File: config.mk
export PLATFORM = sky130hd
export DESIGN_NAME = spd_disc_top
export DESIGN_NICKNAME = d
export VERILOG_FILES = /design/src/rtl/spd_disc_pkg.sv /design/src/rtl/spd_disc_tgt_sel.sv /design/src/rtl/spd_disc_meas.sv /design/src/rtl/spd_disc_judge.sv /design/src/rtl/spd_disc_pulse.sv /design/src/rtl/spd_disc_top.sv
export SDC_FILE = /design/constraint.sdc
export NUM_CORES = 1
export LEC_CHECK = 0
export ABC_AREA = 1
export ABC_CLOCK_PERIOD_IN_PS = 5700
export BUFFER_PORTS_ARGS = -buffer_cell sky130_fd_sc_hd__buf_2
export CAP_MARGIN = 15
export CORE_MARGIN = 1.5
export CORE_UTILIZATION = 33
export DETAILED_ROUTE_END_ITERATION = 7
export GPL_ROUTABILITY_DRIVEN = 0
export SLEW_MARGIN = 20
export SYNTH_ARGS = -nofsm -noshare
export SYNTH_HDL_FRONTEND = slang
export SYNTH_SLANG_ARGS = --single-unit
File: constraint.sdc
create_clock -name clk_i -period 5.7 [get_ports clk_i]
set_input_delay 1.14 -clock clk_i [delete_from_list [all_inputs] [get_ports clk_i]]
set_output_delay 1.14 -clock clk_i [all_outputs]
set_load 0.01 [all_outputs]
File: src/rtl/spd_disc_pkg.sv
package spd_disc_pkg;
  typedef enum logic [1:0] {
    PH_WAIT = 2'd0,
    PH_MEAS = 2'd1,
    PH_EMIT = 2'd2
  } phase_e;

  function automatic int unsigned sat_lim(input int unsigned tgt);
    return tgt * 2;
  endfunction
endpackage

File: src/rtl/spd_disc_tgt_sel.sv
module spd_disc_tgt_sel #(
  parameter int unsigned CNT_W = 12,
  parameter int unsigned TGT_A = 1024,
  parameter int unsigned TGT_B = 256,
  parameter int unsigned TGT_C = 512
) (
  input  logic             sel_a_i,
  input  logic             sel_b_i,
  output logic [CNT_W-1:0] tgt_o
);
  always_comb begin
    if (sel_a_i)      tgt_o = CNT_W'(TGT_A);
    else if (sel_b_i) tgt_o = CNT_W'(TGT_B);
    else              tgt_o = CNT_W'(TGT_C);
  end

  initial begin
    assert_tgt_fits_R1: assert (spd_disc_pkg::sat_lim(TGT_A) < (1 << CNT_W) &&
                                spd_disc_pkg::sat_lim(TGT_B) < (1 << CNT_W) &&
                                spd_disc_pkg::sat_lim(TGT_C) < (1 << CNT_W));
  end
endmodule

File: src/rtl/spd_disc_meas.sv
module spd_disc_meas
  import spd_disc_pkg::*;
#(
  parameter int unsigned CNT_W = 12
) (
  input  logic             clk_i,
  input  logic             rst_ni,
  input  logic             fg_edge_i,
  input  logic             ref_tick_i,
  input  logic [CNT_W-1:0] tgt_i,
  output phase_e           phase_o,
  output logic             res_vld_o,
  output logic             start_o,
  output logic [CNT_W-1:0] meas_o,
  output logic [CNT_W-1:0] tgt_q_o
);
  phase_e           phase_q, phase_d;
  logic [CNT_W-1:0] cnt_q;
  logic [CNT_W-1:0] tgt_q;
  logic [CNT_W:0]   lim, cnt_inc;

  assign lim     = {tgt_q, 1'b0};
  assign cnt_inc = {1'b0, cnt_q} + {{CNT_W{1'b0}}, ref_tick_i};
  // Saturating count including the tick of the current cycle
  assign meas_o  = (cnt_inc >= lim) ? lim[CNT_W-1:0] : cnt_inc[CNT_W-1:0];

  assign start_o   = fg_edge_i && (phase_q != PH_MEAS);
  assign res_vld_o = fg_edge_i && (phase_q == PH_MEAS);

  always_comb begin
    phase_d = phase_q;
    if (fg_edge_i) begin
      unique case (phase_q)
        PH_WAIT: phase_d = PH_MEAS;
        PH_MEAS: phase_d = PH_EMIT;
        default: phase_d = PH_MEAS;
      endcase
    end
  end

  always_ff @(posedge clk_i or negedge rst_ni) begin
    if (!rst_ni) begin
      phase_q <= PH_WAIT;
      cnt_q   <= '0;
      tgt_q   <= '0;
    end else begin
      phase_q <= phase_d;
      if (start_o) begin
        cnt_q <= '0;
        tgt_q <= tgt_i;
      end else if (phase_q == PH_MEAS) begin
        cnt_q <= meas_o;
      end
    end
  end

  assign phase_o = phase_q;
  assign tgt_q_o = tgt_q;

  assert_cnt_sat_R5: assert property (@(posedge clk_i) disable iff (!rst_ni)
    ({1'b0, cnt_q} <= lim));
  assert_alt_period_R2: assert property (@(posedge clk_i) disable iff (!rst_ni)
    res_vld_o |=> (phase_q == PH_EMIT));
  assert_tgt_hold_R8: assert property (@(posedge clk_i) disable iff (!rst_ni)
    (phase_q == PH_MEAS && !fg_edge_i) |=> $stable(tgt_q));
endmodule

File: src/rtl/spd_disc_judge.sv
module spd_disc_judge #(
  parameter int unsigned CNT_W      = 12,
  parameter int unsigned LOCK_SHIFT = 4,
  parameter int unsigned LOCK_RUN   = 2
) (
  input  logic             clk_i,
  input  logic             rst_ni,
  input  logic             res_vld_i,
  input  logic [CNT_W-1:0] meas_i,
  input  logic [CNT_W-1:0] tgt_i,
  output logic [CNT_W-1:0] diff_o,
  output logic             accel_o,
  output logic             lock_o
);
  localparam int unsigned RUN_W = $clog2(LOCK_RUN + 1);

  logic [CNT_W-1:0] diff_raw;
  logic             slow, in_win;
  logic [RUN_W-1:0] run_q;
  logic             accel_q;

  assign slow     = meas_i > tgt_i;
  assign diff_raw = slow ? (meas_i - tgt_i) : (tgt_i - meas_i);
  assign diff_o   = (diff_raw > tgt_i) ? tgt_i : diff_raw;
  assign in_win   = diff_raw <= (tgt_i >> LOCK_SHIFT);

  always_ff @(posedge clk_i or negedge rst_ni) begin
    if (!rst_ni) begin
      accel_q <= 1'b0;
      run_q   <= '0;
    end else if (res_vld_i) begin
      accel_q <= slow;
      if (!in_win)                       run_q <= '0;
      else if (run_q != RUN_W'(LOCK_RUN)) run_q <= run_q + 1'b1;
    end
  end

  assign accel_o = accel_q;
  assign lock_o  = (run_q == RUN_W'(LOCK_RUN));

  assert_accel_hold_R3: assert property (@(posedge clk_i) disable iff (!rst_ni)
    !res_vld_i |=> $stable(accel_q));
  assert_lock_needs_win_R7: assert property (@(posedge clk_i) disable iff (!rst_ni)
    (res_vld_i && !in_win) |=> !lock_o);
  assert_lock_rise_R6: assert property (@(posedge clk_i) disable iff (!rst_ni)
    $rose(lock_o) |-> $past(res_vld_i && in_win));
endmodule

File: src/rtl/spd_disc_pulse.sv
module spd_disc_pulse #(
  parameter int unsigned CNT_W = 12
) (
  input  logic             clk_i,
  input  logic             rst_ni,
  input  logic             load_i,
  input  logic [CNT_W-1:0] width_i,
  input  logic             clear_i,
  input  logic             tick_i,
  output logic             win_o
);
  logic [CNT_W-1:0] pw_q;

  always_ff @(posedge clk_i or negedge rst_ni) begin
    if (!rst_ni)                   pw_q <= '0;
    else if (clear_i)              pw_q <= '0;
    else if (load_i)               pw_q <= width_i;
    else if (tick_i && pw_q != '0) pw_q <= pw_q - 1'b1;
  end

  assign win_o = (pw_q != '0);

  assert_cut_on_edge_R4: assert property (@(posedge clk_i) disable iff (!rst_ni)
    clear_i |=> !win_o);
  assert_load_width_R4: assert property (@(posedge clk_i) disable iff (!rst_ni)
    (load_i && !clear_i) |=> (pw_q == $past(width_i)));
endmodule

File: src/rtl/spd_disc_top.sv
module spd_disc_top
  import spd_disc_pkg::*;
#(
  parameter int unsigned CNT_W      = 12,
  parameter int unsigned TGT_A      = 1024,
  parameter int unsigned TGT_B      = 256,
  parameter int unsigned TGT_C      = 512,
  parameter int unsigned LOCK_SHIFT = 4,
  parameter int unsigned LOCK_RUN   = 2
) (
  input  logic clk_i,
  input  logic rst_ni,
  input  logic fg_edge_i,
  input  logic ref_tick_i,
  input  logic sel_a_i,
  input  logic sel_b_i,
  output logic accel_o,
  output logic err_win_o,
  output logic lock_no_o
);
  logic [CNT_W-1:0] tgt_sel, tgt_q, meas, diff;
  logic             res_vld, start, lock;
  phase_e           phase;

  spd_disc_tgt_sel #(.CNT_W(CNT_W), .TGT_A(TGT_A), .TGT_B(TGT_B), .TGT_C(TGT_C)) u_sel (
    .sel_a_i(sel_a_i), .sel_b_i(sel_b_i), .tgt_o(tgt_sel));

  spd_disc_meas #(.CNT_W(CNT_W)) u_meas (
    .clk_i(clk_i), .rst_ni(rst_ni), .fg_edge_i(fg_edge_i), .ref_tick_i(ref_tick_i),
    .tgt_i(tgt_sel), .phase_o(phase), .res_vld_o(res_vld), .start_o(start),
    .meas_o(meas), .tgt_q_o(tgt_q));

  spd_disc_judge #(.CNT_W(CNT_W), .LOCK_SHIFT(LOCK_SHIFT), .LOCK_RUN(LOCK_RUN)) u_judge (
    .clk_i(clk_i), .rst_ni(rst_ni), .res_vld_i(res_vld), .meas_i(meas), .tgt_i(tgt_q),
    .diff_o(diff), .accel_o(accel_o), .lock_o(lock));

  spd_disc_pulse #(.CNT_W(CNT_W)) u_pulse (
    .clk_i(clk_i), .rst_ni(rst_ni), .load_i(res_vld), .width_i(diff),
    .clear_i(start), .tick_i(ref_tick_i), .win_o(err_win_o));

  assign lock_no_o = !lock;

  assert_no_win_in_meas_R4: assert property (@(posedge clk_i) disable iff (!rst_ni)
    (phase != PH_EMIT) |-> !err_win_o);
  assert_quiet_first_R9: assert property (@(posedge clk_i) disable iff (!rst_ni)
    (phase == PH_WAIT) |-> (!accel_o && lock_no_o));
endmodule

==> results of run 1 <==
sequential cells by signal, summed over array words and instances (netlist names):
name	flops
u_meas.tgt_q_o	3
u_pulse.pw_q	12
u_meas.cnt_q	12
u_judge.accel_o	1
u_meas.phase_o	2
u_judge.run_q	2
power by group through the flow:
stage	clock (mW)	sequential, mW	combinational, mW
after floorplan	0	0.325	0.951
final	0.223	0.336	1.67
after detailed placement	0	0.336	1.40
after CTS	0.226	0.332	1.42
after global routing	0.238	0.345	1.85
after global placement	0	0.336	1.38
worst min-delay path by stage:
stage                                  end
after floorplan            u_pulse.pw_q[1]
after global placement     u_pulse.pw_q[1]
after detailed placement   u_pulse.pw_q[1]
after CTS                  u_pulse.pw_q[1]
after global routing      u_judge.run_q[0]
final                      u_pulse.pw_q[1]
cell usage after synthesis (6+ instances only):
cell type	n	area [µm²]
nand3_1	44	220
o21ai_0	18	90.1
nand2_2	7	43.8
a21oi_1	10	50.1
inv_2	6	22.5
ha_1	20	250
dfrtp_1	32	801
xor2_1	7	61.3
nand2_1	135	507
inv_1	68	255
nand4_1	8	50.1
o22ai_1	10	62.6
nor2_1	40	150
kinds of logic after synthesis:
| group | share of synthesized area [%] |
|---|---|
| simple gates | 39.7 |
| buf+inv | 10.8 |
| compound gates | 10.8 |
| flops | 27.1 |
| fa+ha+maj | 9.15 |
| xor+xnor | 2.37 |
metal layers:
metal | vias up | routed length [µm] | GRT usage, % | share of wire [%]
met4 | 0 | 126 | 4.62 | 1.5
li1 | 1575 | - | - | -
met5 | - | 0 | 0 | 0
met2 | 86 | 3910 | 29.0 | 48
met3 | 9 | 235 | 2.01 | 2.9
met1 | 1463 | 3900 | 23.1 | 48
worst max-delay path, delay by kind of cell:
kind	cells	cell delay, ps
buffers and inverters	7	550
XOR/XNOR	1	150
AND/OR/NAND/NOR	23	2290
adder cells (fa/ha/maj)	5	1140
AO/OA/AOI/OAI	2	360
metrics by stage:
step | setup TNS [ps] | cell area, µm²
2_1_floorplan | 0 | 2950
3_3_place_gp | -820 | 3370
3_5_place_dp | -2890 | 3370
4_1_cts | 0 | 3480
5_1_grt | -302 | 3750
6_report | 0 | 3750
layout by cell type (no fill, tap or decap), types with 4 or more instances in the layout:
cell type,count
nand2_4,8
clkbuf_8,5
nor2_1,37
nor2_2,4
dfrtp_1,32
inv_2,11
nand2_1,116
xor2_1,6
nand2_2,24
a21oi_1,9
o22ai_1,10
o21ai_0,15
nor2_4,7
nand3_1,38
a31oi_1,4
clkinv_1,4
nand3_2,10
buf_4,41
buf_2,7
ha_1,14
ha_4,4
nand4_1,8
o21ai_1,5
inv_1,63
layout make-up:
type                            instances  area [µm²]
Sequential cell                        32         801
Clock inverter                          2        35.0
Inverter                               79         299
Tap cell                              108         135
Timing Repair Buffer                   50         365
Clock buffer                            6        72.6
Multi-Input combinational cell        343        2040
Fill cell                             914        4930
timing repair:
item | in CTS | in global routing
buffers inserted | 0 | 6
setup endpoints to repair | 0 | 13
hold endpoints to repair | 0 | 0
gates resized for setup | 0 | 62
==> impl_results.md, run 1 <==
* Vias in the first global route at 2,884
* Critical Path End Type: flip-flop
* PortBufs at 8
* R2R Path End: u_judge.run_q[0]
* Actual slew at the worst max-slew pin at 1090 ps
* Root buffer cell: clkbuf_8
* Rows at 34
* Flop2flop setup slack at 810 ps
* DRT iter0 DRCs at 194
* Switching part of the total at 49.7%
* Gr usage total at 17.1%
* Path type of the worst min-delay path: reg -> reg
* Register area share after synthesis at 27.1%
* Clk slew on worst S/H paths at 80 ps
* Critical setup path kind: in -> reg
* WHS at 486 ps
* Data arrival time of the worst path at 5640 ps
* # hold bufs at CTS at 0
* Clock Sinks at 32
* Mapped Cells at 457
* Largest net degree at the start of global routing at 33
* N_diodes at 0
* # DRC at 0
* H-tree Lvls at 2
* Cells after DPL at 605
* Avg Cell Area, Syn at 6.46 µm²
* Clock power frac at 10.0%
* Count of cell types in the netlist at 35
* Mapped Area at 0.00295 mm²
* Syn_nets at 484
* Cells on Worst Hold Path at 2
* Fmax at 185 MHz
* Reg-to-reg critical path startpoint: u_meas.cnt_q[0]
* PwrDens at 594 mW/mm²
* Final period util at 95.1%
* GRT overflow at 0
* Final WL at 8.17 mm
* Hpwl dp at 6.06 mm
* Internal power at 1.12 mW
* Routed Antenna Nets at 0
* Sequential Power Share at 15.1%
* Final setup violation count at 0
* Final total power at 2.22 mW
* Top FF cell, synth: dfrtp_1
* Skew-Pair Late Insertion Delay at 290 ps
* Switching pwr at 1.11 mW
* Synth Warn # at 0
* Routed wire per std cell at 13.2 µm
* VDD IR max at 255 µV
* Finished Core Util at 43.2%
* Core area at 0.00868 mm²
* First-pass GRT wire length at 13.5 mm
* Drt first pass iters at 5
* Number of synthesized flops with an enable pin at 0
* Crit path max fanout at 6
* Chip width at 97.6 µm
* Crit path top cell by count: nand2_1
* Boundary Pins at 9
* Starting Density at 34.0%
* Clk buf depth at 2
* Status: finished, final reports clean
* Layout cells sized above 1 at 26.8%
* Fin cells at 620
* Post-DR vias/cell at 5.05
* Worst Reg-to-Reg Cells at 37
* CTS tree: built
* Req. time, crit path at 5920 ps
* Worst path slowest cell: fa_2
* Max Slew Vio Count at 0
* Comb pwr share at 74.9%
* Leak Pwr at 1.93 nW
* Max incr delay on CP at 370 ps
* Max cap viols at 0
* Num CTS Buffers at 5
* Hold Vio Cnt, Final at 0
* Critical Path Start: ref_tick_i
* Async SR Flop Fraction at 100%
* Post-synthesis register bit count at 32
* Vias post-DR at 3,133
* Die ar. at 0.00952 mm²
* Period minus WS final at 5420 ps
* Setup crit start kind: input port
* Layout area overhead at 26.9%
* Crit path to: u_judge.run_q[0]
* DP Worst Slack at -249 ps
* Beginning of the worst hold path: u_pulse.pw_q[1]
* Setup ws final at 282 ps
* Initial antenna violation count at 0
* Clock skew at 7.95 ps
* Slew HR at 27.0%
* Final #Nets at 538
* DIE HEIGHT at 97.6 µm
Power figures use the tool's default switching activity.
==> run 2, diff against run 1 <==
Settings changed: ABC_AREA 1 to unset, ABC_CLOCK_PERIOD_IN_PS 5700 to 5300, BUFFER_PORTS_ARGS -buffer_cell sky130_fd_sc_hd__buf_2 to unset, DONT_BUFFER_PORTS set to 1.
Clock period 5.7 ns to 5.3 ns, I/O delays scaled along.
==> impl_results.md, run 2 <==
* Synth area leader: dfrtp_1
* Skew-Pair Late Insertion Delay at 300 ps
* Final period util at 111%
* Req. time, crit path at 5480 ps
* Hpwl dp at 7.29 mm
* Largest delay share family, worst path: compound AO/OA/AOI/OAI gates
* H-tree Lvls at 2
* Count of cell types in the netlist at 76
* Mapped Cells at 378
* Final WL at 9.89 mm
* Gr usage total at 20.8%
* Number of synthesized flops with an enable pin at 0
* Finished Core Util at 47.9%
* Register area share after synthesis at 25.6%
* Top post-synthesis cells by count: nand2_1 (37), dfrtp_1 (32), nor2_1 (30)
* Hold Vio Cnt, Final at 0
* Count leader, synth: nand2_1
* Num CTS Buffers at 5
* Post-synthesis xor/xnor area fraction at 7.55%
* Max incr delay on CP at 390 ps
* DRT iter0 DRCs at 226
* Starting Density at 33.9%
* Post-DR vias/cell at 5.46
* # hold bufs at CTS at 0
* Die ar. at 0.0101 mm²
* Core area at 0.00924 mm²
* Largest net degree at the start of global routing at 33
* Adder-cell share of the synthesized area at 8.63%
* Clock Sinks at 32
* Main combinational cell family by area after synthesis: simple AND/OR/NAND/NOR gates
* # fillers at 903
* Crit path max fanout at 7
* Layout area overhead at 41.5%
* Path type of the worst min-delay path: in -> async
* Chip width at 100 µm
* Routed Antenna Nets at 0
* Top FF cell, synth: dfrtp_1
* Clock skew at 11.2 ps
* Main area contributors after synthesis: dfrtp_1 (26%), ha_1 (8.0%), xnor2_1 (5.6%)
* Max cap viols at 0
* Boundary Pins at 9
* Worst path slowest cell: a211o_1
* Layout cells sized above 1 at 37.9%
* CTS tree: built
* Setup crit start kind: input port
* Mux contribution to synthesized area at 1.32%
* N_diodes at 0
* Crit path top cell by count: ha_4
* Reg-to-reg critical path startpoint: u_meas.cnt_q[0]
* Rows at 35
* Status: finished, violations left
* Setup ws final at -595 ps
* Final setup violation count at 13
* Clk buf depth at 2
* DIE HEIGHT at 100 µm
* Most frequent cells in the layout: buf_4 (104), nand2_1 (34), dfrtp_1 (32), nor2_1 (27), xnor2_1 (20)
* Mapped Area at 0.00313 mm²
* Critical setup path kind: in -> reg
* Syn_nets at 405
* Flop2flop setup slack at -240 ps
* GRT overflow at 0
* Drt first pass iters at 4
* Period minus WS final at 5890 ps
* Root buffer cell: clkbuf_8
* Slew HR at 40.2%
* First-pass GRT wire length at 16.5 mm
* Actual slew at the worst max-slew pin at 897 ps
* Vias in the first global route at 3,370
* Sum of buffers and inverters on the critical path at 2
* Synth Area in Simple Gates at 26.8%
* Synth Warn # at 0
* Synth Area in Compound Gates at 24.9%
* Initial antenna violation count at 0
* Clk slew on worst S/H paths at 80 ps
* R2R Path End: u_pulse.pw_q[9]
* Vias post-DR at 3,298
* Avg Cell Area, Syn at 8.28 µm²
* Data arrival time of the worst path at 6070 ps
* Async SR Flop Fraction at 100%
* Most common cell after layout, fill and taps aside: buf_4
* Routed wire per std cell at 16.4 µm
* Critical Path End Type: flip-flop
* Post-synthesis register bit count at 32
* Synth top area share at 25.6%
* Violated checks: setup timing
* Fmax at 170 MHz
* # DRC at 0
* Final #Nets at 501
* Max Slew Vio Count at 0
* Worst Reg-to-Reg Cells at 26
* RSZ-0062 raised after global routing: yes
* PortBufs at 0
[run 2: layout make-up]
cell class	instances	area [µm²]	share of cell area, %
Multi-Input combinational cell	310	2480	56.1
Timing Repair Buffer	108	826	18.6
Sequential cell	32	801	18.1
Tap cell	129	161	3.64
Clock buffer	7	86.3	1.95
Inverter	17	63.8	1.44
Clock inverter	1	7.51	0.169
[run 2: logic make-up (layout without fill, tap and decap cells)]
group / Yosys count / count (layout)
flops: 32 / 32
buf+inv: 36 / 133
xor+xnor: 27 / 27
compound gates: 102 / 102
simple gates: 156 / 156
mux: 4 / 4
fa+ha+maj: 21 / 21
[run 2: worst reg2reg max path, cell delays in order (launching register included)]
cell and delay, ps:
dfrtp_1 390, ha_4 150, ha_4 120, nand4_1 170
nor2_2 190, and3_4 230, xor2_4 90, ha_4 280
and3_4 180, nand4_1 160, a211o_1 390, o21ai_4 230
nor2_2 70, a21oi_2 150, inv_2 80, ha_4 280
nand4_1 120, a21o_1 230, a21oi_4 200, o32ai_2 110
xnor2_1 220, ha_1 320, a221o_1 360, nor4_4 220
buf_4 170, nor4_1 40, a311o_1 280
[run 2: how the worst max path moves through the flow]
stage / start / to / slack, ps / cells after the start
detailed placement: ref_tick_i / u_pulse.pw_q[9] / -1230 / 26
global route: ref_tick_i / u_pulse.pw_q[5] / -940 / 26
floorplan: ref_tick_i / u_pulse.pw_q[10] / -1290 / 28
finish: ref_tick_i / u_pulse.pw_q[9] / -590 / 26
CTS: ref_tick_i / u_judge.run_q[1] / -530 / 29
global placement: ref_tick_i / u_pulse.pw_q[9] / -1230 / 27
[run 2: timing repair]
item	CTS	global route
setup buffers	16	5
hold endpoints to repair	0	0
gates resized for setup	33	15
pin swaps	24	12
setup endpoints to repair	13	13
[run 2: per-layer routing]
metal | part of all wire (%) | vias to the layer above | global-route usage [%]
li1 | - | 1599 | -
met1 | 46 | 1627 | 27.4
met2 | 48 | 62 | 34.7
met3 | 4.0 | 10 | 3.41
met4 | 1.6 | 0 | 6.61
met5 | 0 | - | 0
[run 2: through the flow]
step | setup TNS [ps] | hold slack (ps) | cells | setup WS, ps | area (µm²)
3_5_place_dp | -14970 | 494 | 575 | -1230 | 3930
3_3_place_gp | -14850 | 477 | 575 | -1230 | 3930
6_report | -6950 | 450 | 604 | -595 | 4430
5_1_grt | -11160 | 435 | 604 | -943 | 4430
2_1_floorplan | -15270 | 468 | 378 | -1290 | 3240
4_1_cts | -5680 | 439 | 599 | -528 | 4290
Power of run 2 is left out: the tool's default activity adds up to more than one toggle a clock period on the data nets, which glitch-free logic cannot reach.
==> run 3, diff against run 2 <==
Settings changed: CELL_PAD_IN_SITES_DETAIL_PLACEMENT set to 1, CELL_PAD_IN_SITES_GLOBAL_PLACEMENT set to 1, PLACE_DENSITY_LB_ADDON set to 0.1.
==> impl_results.md, run 3 (synthesized netlist as in run 2, its figures left out) <==
* Actual slew at the worst max-slew pin at 914 ps
* Die ar. at 0.0101 mm²
* Crit path max fanout at 7
* Data arrival time of the worst path at 6330 ps
* Layout area overhead at 44.7%
* Routed wire per std cell at 19.2 µm
* Chip width at 100 µm
* Critical Path End Type: flip-flop
* Vias post-DR at 3,349
* Largest net degree at the start of global routing at 33
* Status: finished, violations left
* Gr busiest metal: met2
* Clock skew at 6.91 ps
* Final setup violation count at 13
* Max incr delay on CP at 420 ps
* H-tree Lvls at 2
* Final WL at 11.9 mm
* Max cap viols at 0
* Initial antenna violation count at 0
* Fmax at 163 MHz
* Flop2flop setup slack at -480 ps
* Routed Antenna Nets at 0
* Grt met1 use at 34.2%
* GRT overflow at 0
* Drt first pass iters at 4
* DRT iter0 DRCs at 154
* Hold Vio Cnt, Final at 0
* Most common cell after layout, fill and taps aside: buf_4
* Slew HR at 39.0%
* Num CTS Buffers at 5
* Met3 Usage GRT at 2.51%
* Vias in the first global route at 3,490
* Final period util at 115%
* Setup crit start kind: input port
* Met2 Resource Use GR at 41.3%
* Critical setup path kind: in -> reg
* Clk slew on worst S/H paths at 80 ps
* Final #Nets at 515
* Clk buf depth at 2
* Path type of the worst min-delay path: in -> async
* Skew-Pair Late Insertion Delay at 300 ps
* Rows at 35
* Crit path top cell by count: ha_4
* Boundary Pins at 9
* RSZ-0062 raised after global routing: yes
* Clock Sinks at 32
* Worst path slowest cell: nor4_4
* CTS tree: built
* Finished Core Util at 49.0%
* Most frequent cells in the layout: buf_4 (116), nand2_1 (34), dfrtp_1 (32), nor2_1 (28), xnor2_1 (20)
* Max Slew Vio Count at 0
* Req. time, crit path at 5510 ps
* Hpwl dp at 8.49 mm
* DIE HEIGHT at 100 µm
* # DRC at 0
* N_diodes at 0
* Gr usage total at 24.6%
* Starting Density at 33.9%
* PortBufs at 0
* Root buffer cell: clkbuf_8
* Setup ws final at -818 ps
* First-pass GRT wire length at 19.1 mm
* Period minus WS final at 6120 ps
* Post-DR vias/cell at 5.42
* Core area at 0.00924 mm²
* Violated checks: setup timing
* Layout cells sized above 1 at 38.7%
==> run 3: path summary, 6_finish.rpt <==
kind,from,to,depth (start not counted)
hold reg to reg,u_meas.cnt_q[11],u_meas.cnt_q[11],2
setup reg to reg,u_meas.cnt_q[0],u_pulse.pw_q[5],28
setup / recovery,ref_tick_i,u_pulse.pw_q[5],28
hold / removal,rst_ni,u_meas.phase_o[0],0
min in group clk_i,u_meas.cnt_q[11],u_meas.cnt_q[11],2
max in group asynchronous,rst_ni,u_pulse.pw_q[11],0
==> run 3: cell type report <==
type / instances / area [µm²]
Tap cell: 129 / 161
Timing Repair Buffer: 122 / 947
Inverter: 17 / 63.8
Clock inverter: 3 / 42.5
Sequential cell: 32 / 801
Multi-Input combinational cell: 310 / 2450
Clock buffer: 5 / 68.8
Fill cell: 1088 / 4710
==> run 3: timing repair <==
action	in CTS	in global routing
pin swaps	21	24
hold buffers	0	0
endpoints found under the setup margin	13	13
endpoints found under the hold margin	0	0
gates resized for setup	27	18
setup buffers	25	10
==> run 3: per-stage QoR <==
| step | cell area [µm²] | instances | setup TNS, ps | setup slack, ps | hold slack (ps) |
|---|---|---|---|---|---|
| 3_3_place_gp | 3940 | 577 | -15640 | -1270 | 477 |
| 2_1_floorplan | 3240 | 378 | -15270 | -1290 | 468 |
| 4_1_cts | 4350 | 608 | -7120 | -616 | 436 |
| 3_5_place_dp | 3940 | 577 | -16160 | -1320 | 502 |
| 5_1_grt | 4530 | 618 | -13130 | -1110 | 436 |
| 6_report | 4530 | 618 | -9360 | -818 | 450 |
==> run 3: layer usage <==
metal,vias to the layer above,share of wire [%],routed length [µm]
met5,-,0,0
met4,0,1.4,167
met3,11,2.9,347
met2,52,48,5660
met1,1659,48,5700
li1,1627,-,-
==> run 3: critical path: cells and delay by family <==
kind | cells | cell delay [ps]
muxes | 1 | 230
AOI/OAI and AO/OA | 7 | 1570
adders and majority gates | 6 | 1110
buffers and inverters | 6 | 760
and+or+nand+nor | 7 | 1360
xor gates and xnor gates | 1 | 190
Power of run 3 is left out for the same reason.
